===== config.mk =====
export PLATFORM = sky130hd
export DESIGN_NAME = ivt_interval_timer
export DESIGN_NICKNAME = d
export VERILOG_FILES = /design/src/rtl/ivt_pkg.sv /design/src/rtl/ivt_fifth_div.sv /design/src/rtl/ivt_span_cnt.sv /design/src/rtl/ivt_pin_ctl.sv /design/src/rtl/ivt_interval_timer.sv
export SDC_FILE = /design/constraint.sdc
export NUM_CORES = 1
export LEC_CHECK = 0
export ABC_AREA = 1
export BUFFER_PORTS_ARGS = -buffer_cell sky130_fd_sc_hd__buf_4
export CORE_UTILIZATION = 37
export DETAILED_ROUTE_END_ITERATION = 10
export MAX_ROUTING_LAYER = met4
export SYNTH_ARGS = -nofsm -noshare
export SYNTH_HDL_FRONTEND = slang
export SYNTH_HIERARCHICAL = 1
export SYNTH_SLANG_ARGS = --single-unit
export TNS_END_PERCENT = 1

===== constraint.sdc =====
create_clock -name clk -period 1.2 [get_ports clk]
set_clock_uncertainty 0.1 [all_clocks]
set_input_delay 0.24 -clock clk [delete_from_list [all_inputs] [get_ports clk]]
set_output_delay 0.24 -clock clk [all_outputs]
set_load 0.03 [all_outputs]

===== src/rtl/ivt_pkg.sv =====
package ivt_pkg;

  typedef enum logic [2:0] {
    SPAN_TENTH = 3'b000,
    SPAN_1S    = 3'b001,
    SPAN_10S   = 3'b010,
    SPAN_30S   = 3'b011,
    SPAN_60S   = 3'b100,
    SPAN_RSV5  = 3'b101,
    SPAN_RSV6  = 3'b110,
    SPAN_BUSY  = 3'b111
  } span_e;

  // interval lengths expressed in half seconds
  localparam int unsigned HALVES_1S  = 2;
  localparam int unsigned HALVES_10S = 20;
  localparam int unsigned HALVES_30S = 60;
  localparam int unsigned HALVES_60S = 120;
  localparam int unsigned HALVES_MAX = HALVES_60S;

  // order in which the five tenth slots receive the spare cycles
  function automatic int unsigned slot_rank(input int unsigned slot);
    case (slot)
      0:       slot_rank = 0;
      1:       slot_rank = 1;
      2:       slot_rank = 4;
      3:       slot_rank = 2;
      default: slot_rank = 3;
    endcase
  endfunction

endpackage


===== src/rtl/ivt_fifth_div.sv =====
module ivt_fifth_div
  import ivt_pkg::*;
#(
  parameter int unsigned HALF_SEC_CYC = 16384
) (
  input  logic clk,
  input  logic rst_n,
  input  logic en,
  input  logic clr,
  output logic fifth_tick,
  output logic half_tick
);

  localparam int unsigned BASE = HALF_SEC_CYC / 5;
  localparam int unsigned REM  = HALF_SEC_CYC % 5;
  localparam int unsigned CW   = $clog2(BASE + 1);

  logic [CW-1:0] cyc_q, cyc_d;
  logic [2:0]    slot_q, slot_d;
  logic [7:0]    slot_long;
  logic [CW-1:0] last_cyc;
  logic          wrap;

  // which slots get BASE+1 cycles
  for (genvar gi = 0; gi < 8; gi++) begin : g_slot
    if (gi < 5 && slot_rank(gi) < REM) begin : g_long
      assign slot_long[gi] = 1'b1;
    end else begin : g_short
      assign slot_long[gi] = 1'b0;
    end
  end

  assign last_cyc   = slot_long[slot_q] ? CW'(BASE) : CW'(BASE - 1);
  assign wrap       = en && (cyc_q == last_cyc);
  assign fifth_tick = wrap;
  assign half_tick  = wrap && (slot_q == 3'd4);

  always_comb begin
    cyc_d  = cyc_q;
    slot_d = slot_q;
    if (clr) begin
      cyc_d  = '0;
      slot_d = '0;
    end else if (wrap) begin
      cyc_d  = '0;
      slot_d = (slot_q == 3'd4) ? 3'd0 : slot_q + 3'd1;
    end else if (en) begin
      cyc_d  = cyc_q + CW'(1);
    end
  end

  always_ff @(posedge clk or negedge rst_n) begin
    if (!rst_n) begin
      cyc_q  <= '0;
      slot_q <= '0;
    end else begin
      cyc_q  <= cyc_d;
      slot_q <= slot_d;
    end
  end

  AST_CYC_BOUND: assert property (@(posedge clk) disable iff (!rst_n)
    cyc_q <= CW'(BASE));
  AST_SLOT_BOUND: assert property (@(posedge clk) disable iff (!rst_n)
    slot_q <= 3'd4);
  AST_HALF_WRAP: assert property (@(posedge clk) disable iff (!rst_n)
    half_tick |=> (slot_q == 3'd0));
  AST_HOLD_FROZEN: assert property (@(posedge clk) disable iff (!rst_n)
    (!en && !clr) |=> ($stable(cyc_q) && $stable(slot_q)));

endmodule


===== src/rtl/ivt_span_cnt.sv =====
module ivt_span_cnt
  import ivt_pkg::*;
(
  input  logic  clk,
  input  logic  rst_n,
  input  logic  clr,
  input  span_e sel,
  input  logic  fifth_tick,
  input  logic  half_tick,
  output logic  evt
);

  localparam int unsigned HW = $clog2(HALVES_MAX);

  logic [HW-1:0] hcnt_q, hcnt_d;
  logic [HW-1:0] target_m1;
  logic          half_mode;

  always_comb begin
    half_mode = 1'b1;
    target_m1 = HW'(HALVES_1S - 1);
    case (sel)
      SPAN_1S:  target_m1 = HW'(HALVES_1S - 1);
      SPAN_10S: target_m1 = HW'(HALVES_10S - 1);
      SPAN_30S: target_m1 = HW'(HALVES_30S - 1);
      SPAN_60S: target_m1 = HW'(HALVES_60S - 1);
      default:  half_mode = 1'b0;
    endcase
  end

  always_comb begin
    hcnt_d = hcnt_q;
    evt    = 1'b0;
    if (clr) begin
      hcnt_d = '0;
    end else if (sel == SPAN_TENTH) begin
      evt = fifth_tick;
    end else if (half_mode && half_tick) begin
      if (hcnt_q >= target_m1) begin
        hcnt_d = '0;
        evt    = 1'b1;
      end else begin
        hcnt_d = hcnt_q + HW'(1);
      end
    end
  end

  always_ff @(posedge clk or negedge rst_n) begin
    if (!rst_n) begin
      hcnt_q <= '0;
    end else begin
      hcnt_q <= hcnt_d;
    end
  end

  AST_HCNT_BOUND: assert property (@(posedge clk) disable iff (!rst_n)
    hcnt_q < HW'(HALVES_MAX));
  AST_EVT_SPACED: assert property (@(posedge clk) disable iff (!rst_n)
    evt |=> !evt);

endmodule


===== src/rtl/ivt_pin_ctl.sv =====
module ivt_pin_ctl (
  input  logic clk,
  input  logic rst_n,
  input  logic clr,
  input  logic evt,
  input  logic one_shot,
  input  logic out_en,
  input  logic busy_mode,
  input  logic busy_in,
  output logic pin_n,
  output logic flag,
  output logic done
);

  logic pin_n_q, pin_n_d;
  logic flag_q,  flag_d;
  logic done_q,  done_d;

  always_comb begin
    if (!out_en) begin
      pin_n_d = 1'b1;
    end else if (busy_mode) begin
      pin_n_d = ~busy_in;
    end else begin
      pin_n_d = ~evt;
    end
  end

  always_comb begin
    flag_d = flag_q;
    done_d = done_q;
    if (clr) begin
      flag_d = 1'b0;
      done_d = 1'b0;
    end else if (evt) begin
      flag_d = 1'b1;
      done_d = one_shot;
    end
  end

  always_ff @(posedge clk or negedge rst_n) begin
    if (!rst_n) begin
      pin_n_q <= 1'b1;
      flag_q  <= 1'b0;
      done_q  <= 1'b0;
    end else begin
      pin_n_q <= pin_n_d;
      flag_q  <= flag_d;
      done_q  <= done_d;
    end
  end

  assign pin_n = pin_n_q;
  assign flag  = flag_q;
  assign done  = done_q;

  AST_DISABLED_HIGH: assert property (@(posedge clk) disable iff (!rst_n)
    !out_en |=> pin_n_q);
  AST_EVT_LOWERS: assert property (@(posedge clk) disable iff (!rst_n)
    (evt && out_en && !busy_mode) |=> (!pin_n_q && flag_q));
  AST_FLAG_STICKY: assert property (@(posedge clk) disable iff (!rst_n)
    (flag_q && !clr) |=> flag_q);
  AST_ONESHOT_HALT: assert property (@(posedge clk) disable iff (!rst_n)
    (done_q && !clr) |-> !evt);

endmodule


===== src/rtl/ivt_interval_timer.sv =====
module ivt_interval_timer
  import ivt_pkg::*;
#(
  parameter int unsigned HALF_SEC_CYC = 16384
) (
  input  logic       clk,
  input  logic       rst_n,
  input  logic [2:0] period_sel,
  input  logic       one_shot,
  input  logic       run,
  input  logic       cnt_reset,
  input  logic       out_en,
  input  logic       busy_in,
  output logic       pulse_n,
  output logic       interval_flag
);

  logic [1:0] rs_q;
  logic       core_rst_n;
  span_e      sel_e;
  logic       timed_sel;
  logic       busy_mode;
  logic       count_en;
  logic       done;
  logic       fifth_tick, half_tick, evt;

  // asynchronous assert, synchronous release
  always_ff @(posedge clk or negedge rst_n) begin
    if (!rst_n) begin
      rs_q <= 2'b00;
    end else begin
      rs_q <= {rs_q[0], 1'b1};
    end
  end
  assign core_rst_n = rs_q[1];

  assign sel_e     = span_e'(period_sel);
  assign timed_sel = (period_sel <= 3'b100);
  assign busy_mode = (sel_e == SPAN_BUSY);
  assign count_en  = run && timed_sel && !done && !cnt_reset;

  ivt_fifth_div #(
    .HALF_SEC_CYC(HALF_SEC_CYC)
  ) u_div (
    .clk        (clk),
    .rst_n      (core_rst_n),
    .en         (count_en),
    .clr        (cnt_reset),
    .fifth_tick (fifth_tick),
    .half_tick  (half_tick)
  );

  ivt_span_cnt u_span (
    .clk        (clk),
    .rst_n      (core_rst_n),
    .clr        (cnt_reset),
    .sel        (sel_e),
    .fifth_tick (fifth_tick),
    .half_tick  (half_tick),
    .evt        (evt)
  );

  ivt_pin_ctl u_pin (
    .clk       (clk),
    .rst_n     (core_rst_n),
    .clr       (cnt_reset),
    .evt       (evt),
    .one_shot  (one_shot),
    .out_en    (out_en),
    .busy_mode (busy_mode),
    .busy_in   (busy_in),
    .pin_n     (pulse_n),
    .flag      (interval_flag),
    .done      (done)
  );

  AST_NO_EVT_UNTIMED: assert property (@(posedge clk) disable iff (!core_rst_n)
    !timed_sel |-> !evt);
  AST_STOP_NO_EVT: assert property (@(posedge clk) disable iff (!core_rst_n)
    !run |-> !evt);

endmodule


==> results of run 1 <==
flip-flops by register name, indices dropped and copies added, names as in the netlist:
register / count
u_pin/done: 1
u_span/hcnt_q: 7
u_div/slot_q: 3
u_pin/flag: 1
u_pin/pin_n: 1
u_div/cyc_q: 12
rs_q: 2
placed cells by master (no fill, tap or decap), types with 6 or more instances in the layout:
cell type  count
nand4_1        6
nor2_1        38
nand3_1       22
ha_1           8
dfrtp_1       26
nor2_2         6
nor2_4         7
buf_4         53
inv_1         29
nand2_1       75
nand2_2        8
per-layer routing:
metal | vias up | wire (um) | global-route usage
li1 | 928 | - | -
met1 | 729 | 1900 | 0.2050
met2 | 20 | 1802 | 0.2845
met3 | 2 | 105 | 0.03472
met4 | 0 | 19 | 0.03050
met5 | - | 0 | -
worst register-to-register path: stages, from the launching register on:
cell and delay [ns]:
dfrtp_1 0.39, nor2_1 0.10, nand2_1 0.10, nor2_4 0.10
nand4_1 0.10, nor2_2 0.14, nand3_4 0.10, nor2_4 0.12
nand4_4 0.11, buf_12 0.17, nor2_4 0.08, nand3_1 0.08
nand2_1 0.06
final cells by class:
class | count | area, sq um | area share
repair buffers | 58 | 479.2 | 0.1905
multi-input cells | 197 | 1096 | 0.4356
flip-flops and latches | 27 | 676.9 | 0.2690
clock buffers | 3 | 41.29 | 0.01641
clock inverters | 1 | 7.507 | 0.002984
inverters | 35 | 131.4 | 0.05221
well taps | 67 | 83.83 | 0.03332
metrics by stage:
step	setup slack (ns)	hold WS [ns]	instance area (sq um)
floorplan	-0.5949	-0.1556	1866
global placement	-0.6705	-0.07663	2395
detailed placement	-0.6968	-0.07656	2395
CTS	-0.6321	0.004787	2480
global route	-0.7553	0.006269	2516
finish	-0.6019	0.008094	2516
logic make-up after synthesis:
logic type,synth area share
compound gates,0.04011
xor+xnor,0.04282
fa+ha+maj,0.05439
buf+inv,0.08225
flops,0.3678
mux,0.005439
other cells,0.002037
simple gates,0.4052
power groups by stage:
stage / Clock (mW) / Combinational (mW) / Sequential (mW)
after floorplan: 0 / 0.137 / 0.979
after global placement: 0 / 0.275 / 0.967
after detailed placement: 0 / 0.278 / 0.968
after CTS: 0.562 / 0.282 / 0.950
after global routing: 0.587 / 0.320 / 0.953
final: 0.526 / 0.280 / 0.950
how the worst max path moves through the flow:
stage,from,to,slack [ns],depth (start not counted)
final,u_pin/done,u_span/hcnt_q[1],-0.60,12
after global routing,u_pin/done,u_span/hcnt_q[1],-0.76,12
after CTS,u_pin/done,u_pin/done,-0.63,13
after detailed placement,period_sel[1],u_pin/done,-0.70,15
after global placement,period_sel[0],u_pin/done,-0.67,17
after floorplan,u_pin/done,u_pin/done,-0.59,14
what timing repair did:
| action | CTS | global route |
|---|---|---|
| endpoints found under the setup margin | 26 | 26 |
| pin swaps | 6 | 2 |
| hold buffers | 1 | 0 |
| buffers inserted | 0 | 0 |
| resized for setup | 9 | 8 |
| hold endpoints to repair | 2 | 0 |
==> impl_metrics.py, run 1 <==
metrics = {
    "floorplanning": {
        "start_util": 0.3871,
        "die_h_um": 72.53,
        "pin_count": 12,
        "core_area_sq_um": 4755,
        "dieArea_sq_um": 5261,
        "rows": 25,
        "die_width_um": 72.53,
    },
    "power_and_ir_drop": {
        "internal_power_mw": 1.297,
        "p_leak_nw": 1.285,
        "power_frac_seq": 0.541,
        "irDropWorstVdd_mv": 0.5149,
        "p_per_area_nw_per_um2": 697.9,
        "combPwrFrac": 0.160,
        "finalPower_mw": 1.756,
        "p_switching_mw": 0.4589,
        "power_switching_share": 0.2613,
        "p_clk_frac": 0.299,
    },
    "final_layout": {
        "finalNonFillerCells": 388,
        "n_fill_cell": 460,
        "nNetsFinal": 340,
        "utilization": 0.5292,
        "num_antenna_cells": 0,
        "drive_above_1_share": 0.2991,
        "area_growth_pct": 36.71,
    },
    "status": {
        "violations": "negative setup slack",
        "status": "finished, violations left",
    },
    "synth": {
        "synth_common_cells": "77 x nand2_1, 47 x nor2_1, 30 x inv_1",
        "synthDistinctLibCells": 28,
        "yosys.area.top_type": "dfrtp_1",
        "syn_area_per_cell_sq_um": 7.052,
        "synth_area_sq_um": 1841,
        "synth-main-ff-cell": "dfrtp_1",
        "seq_area_frac_synth": 0.3678,
        "synth_fp_nets": 279,
        "synth_cells": 261,
        "synth.area.top_cells": "dfrtp_1 35%, nand2_1 16%, nor2_1 9.6%",
        "synth-edff-count": 0,
        "async_flop_share": 1.000,
        "ys_ff_latch": 27,
        "synth.most_common_cell": "nand2_1",
        "yosysTopAreaCellShare": 0.3535,
        "yosys_warnings": 6,
    },
    "setup_path": {
        "worstSetupEndpointType": "flop",
        "worstPathArrival_ns": 1.92,
        "cp_max_fo": 7,
        "r2r_slack_ns": -0.60,
        "required_ns": 1.32,
        "r2r-end": "u_span/hcnt_q[1]",
        "path_class": "flop to flop",
        "reg2reg_from": "u_pin/done",
        "crit_chain": "nor2_1 > nand2_1 > nor2_4 > nand4_1 > nor2_2 > nand3_4 > nor2_4 > nand4_4 > buf_12 > nor2_4 > nand3_1 > nand2_1",
        "cp-start-kind": "flop",
        "worst-path-buf-inv": 1,
        "crit_top_cell": "nor2_4",
        "crit_family": "simple AND/OR/NAND/NOR gates",
        "r2r_cells": 12,
        "crit_slowest_cell": "dfrtp_1",
        "slowest_delay_ns": 0.39,
    },
    "cts": {
        "cts_max_level": 1,
        "cts_buffers": 3,
        "clkTransAtPathRegs_ns": 0.09,
        "cts_tree": "done",
        "clock_sinks": 27,
        "root_buffer": "clkbuf_8",
        "cts_buffer_depth": 2,
        "clock_latency_ns": 0.27,
    },
    "sta": {
        "fmax_ghz": 0.5550,
        "min_period_over_period": 1.502,
        "setup_viol": 26,
        "drv_slew": 0,
        "finalSetupTns_ns": -11.21,
        "hold_violations": 0,
        "layout_setup_ws_ns": -0.6019,
        "layout_min_cycle_time_ns": 1.802,
        "rsz0062_at_grt": "true",
    },
    "min_path": {
        "hold_end": "u_pin/pin_n",
        "worstHoldPathCells": 2,
        "hold_start": "out_en",
        "worstHoldPathType": "primary input to flop",
    },
    "route": {
        "dr.pass1.iters": 4,
        "wl_per_cell_um": 9.866,
        "vias": 1679,
        "viasPerCell": 4.327,
        "drtIter0Drc": 62,
        "drt-total-wl_um": 3828,
        "antenna_left": 0,
        "drc": 0,
    },
    "global_routing": {
        "grt_pass1_vias": 1620,
        "grt.total_usage": 0.1668,
        "grt_max_degree": 21,
        "grt_pass1_wl_um": 6741,
        "grt-ovfl-total": 0,
        "antenna_found_initial": 0,
    },
    "placement": {
        "gp_congestion": 0.8014,
        "hpwl_um": 2967,
        "io_buffer_count": 11,
        "dp.cells": 383,
    },
    "job": {
        "drv_cap": 0,
    },
}
Power figures use the tool's default switching activity.
==> run 2: changes to the inputs <==
--- a/config.mk
+++ b/config.mk
@@ -5,8 +5,8 @@
 export SDC_FILE = /design/constraint.sdc
 export NUM_CORES = 1
 export LEC_CHECK = 0
-export ABC_AREA = 1
-export BUFFER_PORTS_ARGS = -buffer_cell sky130_fd_sc_hd__buf_4
+export ABC_AREA = 0
+export BUFFER_PORTS_ARGS = -buffer_cell sky130_fd_sc_hd__buf_2
 export CORE_UTILIZATION = 37
 export DETAILED_ROUTE_END_ITERATION = 10
 export MAX_ROUTING_LAYER = met4
==> run 2 against run 1 <==
  * The flow still finishes with violations (negative setup slack)
  * Worst hold slack better by 0.093 ns
  * Clock power grew 5.3%
  * Wire length down 3.1%
  * Synthesized cell count fell by 36%
  * Combinational power shrank 45%
  * Clock-buffer cell count unchanged
==> impl_metrics.py, run 2 <==
metrics = {
    "synth": {
        "yosys_warnings": 6,
        "synth_fp_nets": 186,
        "synth_common_cells": "26 x dfrtp_1, 22 x nor2_1, 13 x a21oi_1",
        "yosysTopAreaCellShare": 0.3904,
        "synth_area_sq_um": 1667,
        "seq_area_frac_synth": 0.4062,
        "synthDistinctLibCells": 50,
        "async_flop_share": 1.000,
        "synth.area.top_cells": "dfrtp_1 39%, ha_1 6.0%, nor2_1 5.0%",
        "syn_area_per_cell_sq_um": 9.920,
        "ys_ff_latch": 27,
        "synth-main-ff-cell": "dfrtp_1",
        "synth.most_common_cell": "dfrtp_1",
        "synth-edff-count": 0,
        "synth_cells": 168,
        "yosys.area.top_type": "dfrtp_1",
    },
    "global_routing": {
        "grt_pass1_vias": 1535,
        "antenna_found_initial": 0,
        "grt_pass1_wl_um": 6624,
        "grt_max_degree": 26,
        "grt-ovfl-total": 0,
        "grt.total_usage": 0.1740,
    },
    "status": {
        "status": "finished, violations left",
        "violations": "negative setup slack",
    },
    "cts": {
        "root_buffer": "clkbuf_8",
        "clock_latency_ns": 0.28,
        "cts_buffer_depth": 2,
        "clock_sinks": 27,
        "clkTransAtPathRegs_ns": 0.10,
        "cts_buffers": 3,
        "cts_setup_buffers": 0,
        "cts_tree": "done",
        "cts_max_level": 1,
    },
    "route": {
        "antenna_left": 0,
        "wl_per_cell_um": 13.25,
        "dr.pass1.iters": 4,
        "drt-total-wl_um": 3710,
        "drc": 0,
        "vias": 1474,
        "viasPerCell": 5.264,
        "drtIter0Drc": 62,
    },
    "floorplanning": {
        "pin_count": 12,
        "rows": 24,
        "die_width_um": 69.12,
        "core_area_sq_um": 4354,
        "start_util": 0.3828,
        "die_h_um": 69.12,
        "dieArea_sq_um": 4777,
    },
    "setup_path": {
        "critPathLaunch": "u_pin/done",
        "r2r-end": "u_pin/done",
        "crit_path_end": "u_pin/done",
        "cp_max_fo": 3,
        "required_ns": 1.27,
        "path_class": "flop to flop",
        "reg2reg_from": "u_pin/done",
        "r2r_cells": 11,
        "r2r_slack_ns": -1.26,
        "worstPathArrival_ns": 2.54,
        "cp-start-kind": "flop",
        "worstSetupEndpointType": "flop",
    },
    "final_layout": {
        "n_fill_cell": 400,
        "drive_above_1_share": 0.3816,
        "num_antenna_cells": 0,
        "largest_reg_flops": 12,
        "regArea_sq_um": 676.9,
        "final_common_cell": "buf_4",
        "nNetsFinal": 247,
        "largest-register": "u_div/cyc_q",
        "mostFrequentLayoutCells": "45 x buf_4, 26 x dfrtp_1, 22 x nor2_1",
        "reg.largest.list": "u_div/cyc_q: 12 flops, u_span/hcnt_q: 7 flops, u_div/slot_q: 3 flops",
        "multi_input_area_sq_um": 1023,
        "area_growth_pct": 36.56,
    },
    "power_and_ir_drop": {
        "p_switching_mw": 0.3960,
        "combPwrFrac": 0.094,
        "p_clk_frac": 0.341,
        "p_per_area_nw_per_um2": 714.7,
        "irDropWorstVdd_mv": 0.6445,
        "power_frac_seq": 0.565,
        "p_leak_nw": 1.023,
        "finalPower_mw": 1.627,
        "power_switching_share": 0.2434,
        "internal_power_mw": 1.231,
    },
    "sta": {
        "layout_min_cycle_time_ns": 2.464,
        "min_period_over_period": 2.054,
        "drv_slew": 0,
        "fmax_ghz": 0.4058,
        "rsz0062_at_grt": "true",
        "holdWs_ns": 0.1008,
        "layout_setup_ws_ns": -1.264,
        "setup_viol": 26,
        "finalSetupTns_ns": -20.25,
        "hold_violations": 0,
    },
    "placement": {
        "hpwl_um": 2848,
        "io_buffer_count": 11,
        "gp_congestion": 0.8813,
    },
    "min_path": {
        "worstHoldPathType": "primary input to flop",
    },
    "job": {
        "drv_cap": 0,
    },
}
-- run 2: cell types whose count changed after synthesis, sizes merged, moves of 3 or more --
cell / delta
mux2i: +3
o211ai: +4
nor4: +3
nand3: -16
a21oi: +10
nor3b: +3
nor2: -27
and3: +9
inv: -30
nand2: -76
-- run 2: cell type report --
type / instances / share of cell area
timing repair buffer: 59 / 0.1957
multi-input combinational: 134 / 0.4497
sequential: 27 / 0.2974
clock inverter: 1 / 0.003848
clock buffer: 3 / 0.01814
tap: 52 / 0.02859
inverter: 4 / 0.006597
-- run 2: through the flow --
step,util,setup WS (ns),cell area [sq um],instances
2_1_floorplan,-,-1.312,1695,168
3_3_place_gp,0.4940,-1.320,2151,274
3_5_place_dp,0.4940,-1.344,2151,274
4_1_cts,0.5213,-1.280,2270,280
5_1_grt,0.5227,-1.397,2276,280
6_report,0.5227,-1.264,2276,280
-- run 2: timing repair --
action	CTS	global route
hold buffers	2	0
endpoints found under the hold margin	3	0
pin swaps	3	0
setup endpoints to repair	27	27
gates resized for setup	10	1
-- run 2: cells by family (layout without fill, tap and decap cells) --
logic type / Yosys count / count (layout) / synth area share
AO/OA/AOI/OAI: 32 / 32 / 0.1306
XOR/XNOR: 11 / 11 / 0.05781
adder cells (fa/ha/maj): 8 / 8 / 0.06006
buffers and inverters: 7 / 67 / 0.02026
flip-flops: 27 / 27 / 0.4062
multiplexers: 6 / 6 / 0.03754
other: 1 / 1 / 0.002250
AND/OR/NAND/NOR: 76 / 76 / 0.2853
-- run 2: power groups by stage --
stage / registers (mW) / logic [mW] / clock network (mW)
after floorplan: 0.953 / 0.0579 / 0
after global placement: 0.937 / 0.142 / 0
after detailed placement: 0.937 / 0.147 / 0
after CTS: 0.919 / 0.156 / 0.587
after global routing: 0.920 / 0.170 / 0.629
final: 0.919 / 0.153 / 0.554
-- run 2: worst min-delay path by stage --
stage	startpoint	endpoint	slack, ns	cells past startpoint
detailed placement	rst_n	rs_q[1]	-0.07	1
CTS	busy_in	u_pin/pin_n	0.10	3
floorplan	rst_n	rs_q[0]	-0.16	0
global placement	rst_n	rs_q[1]	-0.07	1
finish	busy_in	u_pin/pin_n	0.10	3
global route	busy_in	u_pin/pin_n	0.09	3
-- run 2: worst max-delay path, stage by stage, from the launching register on --
cell	delay, ns
dfrtp_1	0.39
nor2_1	0.11
and3_4	0.21
nand4_4	0.07
or4b_4	0.51
nor2_4	0.12
and3_4	0.20
o21ai_4	0.05
a21o_2	0.20
a21oi_4	0.14
mux2i_1	0.19
nor2_1	0.06
-- run 2: routing by layer --
| layer | wire length (um) | track usage | vias up |
|---|---|---|---|
| li1 | - | - | 736 |
| met1 | 1727 | 0.2028 | 721 |
| met2 | 1885 | 0.3107 | 15 |
| met3 | 80 | 0.03509 | 2 |
| met4 | 17 | 0.03175 | 0 |
| met5 | 0 | - | - |
==> run 3: changes to the inputs <==
--- a/config.mk
+++ b/config.mk
@@ -9,6 +9,7 @@
 export BUFFER_PORTS_ARGS = -buffer_cell sky130_fd_sc_hd__buf_2
 export CORE_UTILIZATION = 37
 export DETAILED_ROUTE_END_ITERATION = 10
+export GPL_TIMING_DRIVEN = 0
 export MAX_ROUTING_LAYER = met4
 export SYNTH_ARGS = -nofsm -noshare
 export SYNTH_HDL_FRONTEND = slang
==> constraint.sdc (replaced) <==
create_clock -name clk -period 3 [get_ports clk]
set_clock_uncertainty 0.1 [all_clocks]
set_input_delay 0.6 -clock clk [delete_from_list [all_inputs] [get_ports clk]]
set_output_delay 0.6 -clock clk [all_outputs]
set_load 0.03 [all_outputs]
==> run 3 against run 2 <==
  * Clock-buffer cell count rose by 1
  * Clock power fell by 64%
  * Wire length is 13% lower
  * Combinational power decreased by 73%
  * Core utilization is 9.0 points lower
  * Sequential share of layout area rose by 6.2 points
  * Global-route usage fell by 2.8 points
  * The flow now finishes without violations
  * Via count down 11%
  * Critical path depth rose by 2
  * First-iteration DRC count is 40% higher
  * Register-to-register slack better by 1.5 ns
  * Highest routed layer unchanged
  * Critical path type is now primary input to flop
==> impl_metrics.py, run 3 (synthesized netlist as in run 2, its figures left out) <==
metrics = {
    "final_layout": {
        "final_common_cell": "dfrtp_1",
        "largest_reg_flops": 12,
        "multi_input_area_sq_um": 993.5,
        "n_fill_cell": 419,
        "num_antenna_cells": 0,
        "fin_area_sq_um": 1883,
        "reg.largest.list": "u_div/cyc_q: 12 flops, u_span/hcnt_q: 7 flops, u_div/slot_q: 3 flops",
        "mostFrequentLayoutCells": "26 x dfrtp_1, 22 x nor2_1, 12 x a21oi_1",
        "area_growth_pct": 12.99,
        "regArea_sq_um": 676.9,
        "largest-register": "u_div/cyc_q",
        "nNetsFinal": 203,
        "drive_above_1_share": 0.2228,
    },
    "setup_path": {
        "cp-start-kind": "primary input",
        "crit_top_cell": "and3_4",
        "slowest_delay_ns": 0.55,
        "crit_chain": "buf_2 > o21ai_2 > and3_4 > buf_6 > nand4_2 > or4b_4 > nor2_4 > and3_4 > o21ai_4 > a21o_2 > a21oi_4 > mux2i_1 > nor2_1",
        "worstSetupEndpointType": "flop",
        "required_ns": 3.07,
        "path_class": "primary input to flop",
        "crit_slowest_cell": "or4b_4",
        "cp_max_fo": 9,
        "worstPathArrival_ns": 2.97,
    },
    "sta": {
        "layout_min_cycle_time_ns": 2.901,
        "min_period_over_period": 0.9671,
        "hold_violations": 0,
        "rsz0062_at_grt": "false",
        "worst_slew_pin_slew_ns": 0.9852,
        "drv_slew": 0,
        "fmax_ghz": 0.3447,
        "setup_viol": 0,
        "slew_headroom": 0.3432,
        "holdWs_ns": 0.2508,
    },
    "cts": {
        "root_buffer": "clkbuf_8",
        "cts_buffer_depth": 2,
        "clock_latency_ns": 0.27,
        "cts_buffers": 3,
        "cts_max_level": 1,
        "clkTransAtPathRegs_ns": 0.09,
        "clock_sinks": 27,
        "cts_tree": "done",
    },
    "job": {
        "drv_cap": 0,
    },
    "route": {
        "viasPerCell": 5.572,
        "dr.pass1.iters": 4,
        "antenna_left": 0,
        "drc": 0,
        "vias": 1315,
        "drt-total-wl_um": 3213,
        "wl_per_cell_um": 13.61,
        "drtIter0Drc": 87,
    },
    "power_and_ir_drop": {
        "finalPower_mw": 0.6169,
        "p_per_area_nw_per_um2": 327.6,
        "irDropWorstVdd_mv": 0.2530,
        "p_leak_nw": 0.7788,
    },
    "global_routing": {
        "grt_max_degree": 26,
        "grt_pass1_wl_um": 5658,
        "grt.total_usage": 0.1463,
        "grt-ovfl-total": 0,
        "grt_pass1_vias": 1272,
        "antenna_found_initial": 0,
    },
    "floorplanning": {
        "rows": 24,
        "start_util": 0.3828,
        "die_h_um": 69.12,
        "die_width_um": 69.12,
        "dieArea_sq_um": 4777,
        "core_area_sq_um": 4354,
        "pin_count": 12,
    },
    "placement": {
        "post_dp_cell_area_sq_um": 1787,
        "hpwl_um": 2366,
        "gp_congestion": 0.8357,
        "io_buffer_count": 11,
    },
    "min_path": {
        "worstHoldPathType": "flop to flop",
    },
    "status": {
        "status": "finished, final reports clean",
    },
}
## run 3: changes by cell type in the layout (fill, tap and decap cells not counted), sizes merged
cell	change
buf	-43
clkbuf	+1
dlygate4sd3	-1
inv	-1
## run 3: worst max-delay path, delay by kind of cell
family	cells	cell delay, ns
AO/OA/AOI/OAI	4	0.63
AND/OR/NAND/NOR	6	1.25
multiplexers	1	0.21
buffers and inverters	2	0.27
## run 3: cell type report
| type | instances | area share |
|---|---|---|
| plain buffers | 3 | 0.01196 |
| clock buffers | 4 | 0.02392 |
| inverters | 4 | 0.007973 |
| multi-input cells | 134 | 0.5276 |
| flip-flops and latches | 27 | 0.3595 |
| well taps | 52 | 0.03455 |
| repair buffers | 12 | 0.03455 |
## run 3: worst paths after layout
check / startpoint / cells after the start / slack [ns] / end
min in group asynchronous: rs_q[1] / 0 / 0.32 / u_div/cyc_q[9]
worst max register to register: u_pin/done / 12 / 0.23 / u_pin/done
worst min-delay path: rs_q[0] / 0 / 0.25 / rs_q[1]
max in group asynchronous: rs_q[1] / 0 / 1.88 / u_div/slot_q[2]
worst max-delay path: period_sel[0] / 13 / 0.1 / u_pin/done
worst min register to register: rs_q[0] / 0 / 0.25 / rs_q[1]
## run 3: layer usage
layer	wire, um	part of all wire	GRT usage
met2	1651	0.51	0.2503
met5	0	0	-
met3	86	0.027	0.03070
met1	1453	0.45	0.1793
met4	22	0.0068	0.02721
## run 3: repair_timing
item                                   4_1_cts  5_1_grt
buffers inserted                             0        0
pin swaps                                    0        3
endpoints found under the hold margin        2        0
hold buffers                                 1        0
resized for setup                            4        4
setup endpoints to repair                    3        4
## run 3: per-stage QoR
stage / instances / worst slack, ns / TNS, ns / utilization
finish: 236 / 0.09884 / 0 / 0.4325
floorplan: 168 / 0.06556 / 0 / -
CTS: 236 / 0.006877 / 0 / 0.4284
global route: 236 / 0.02854 / 0 / 0.4325
global placement: 231 / -0.4078 / -1.564 / 0.4103
detailed placement: 231 / -0.4340 / -1.731 / 0.4103
## run 3: where the power goes
group	switching, mW	total, mW	internal, mW
Combinational	0.0230	0.0410	0.0180
Clock	0.106	0.201	0.0950
Sequential	0.00876	0.375	0.366
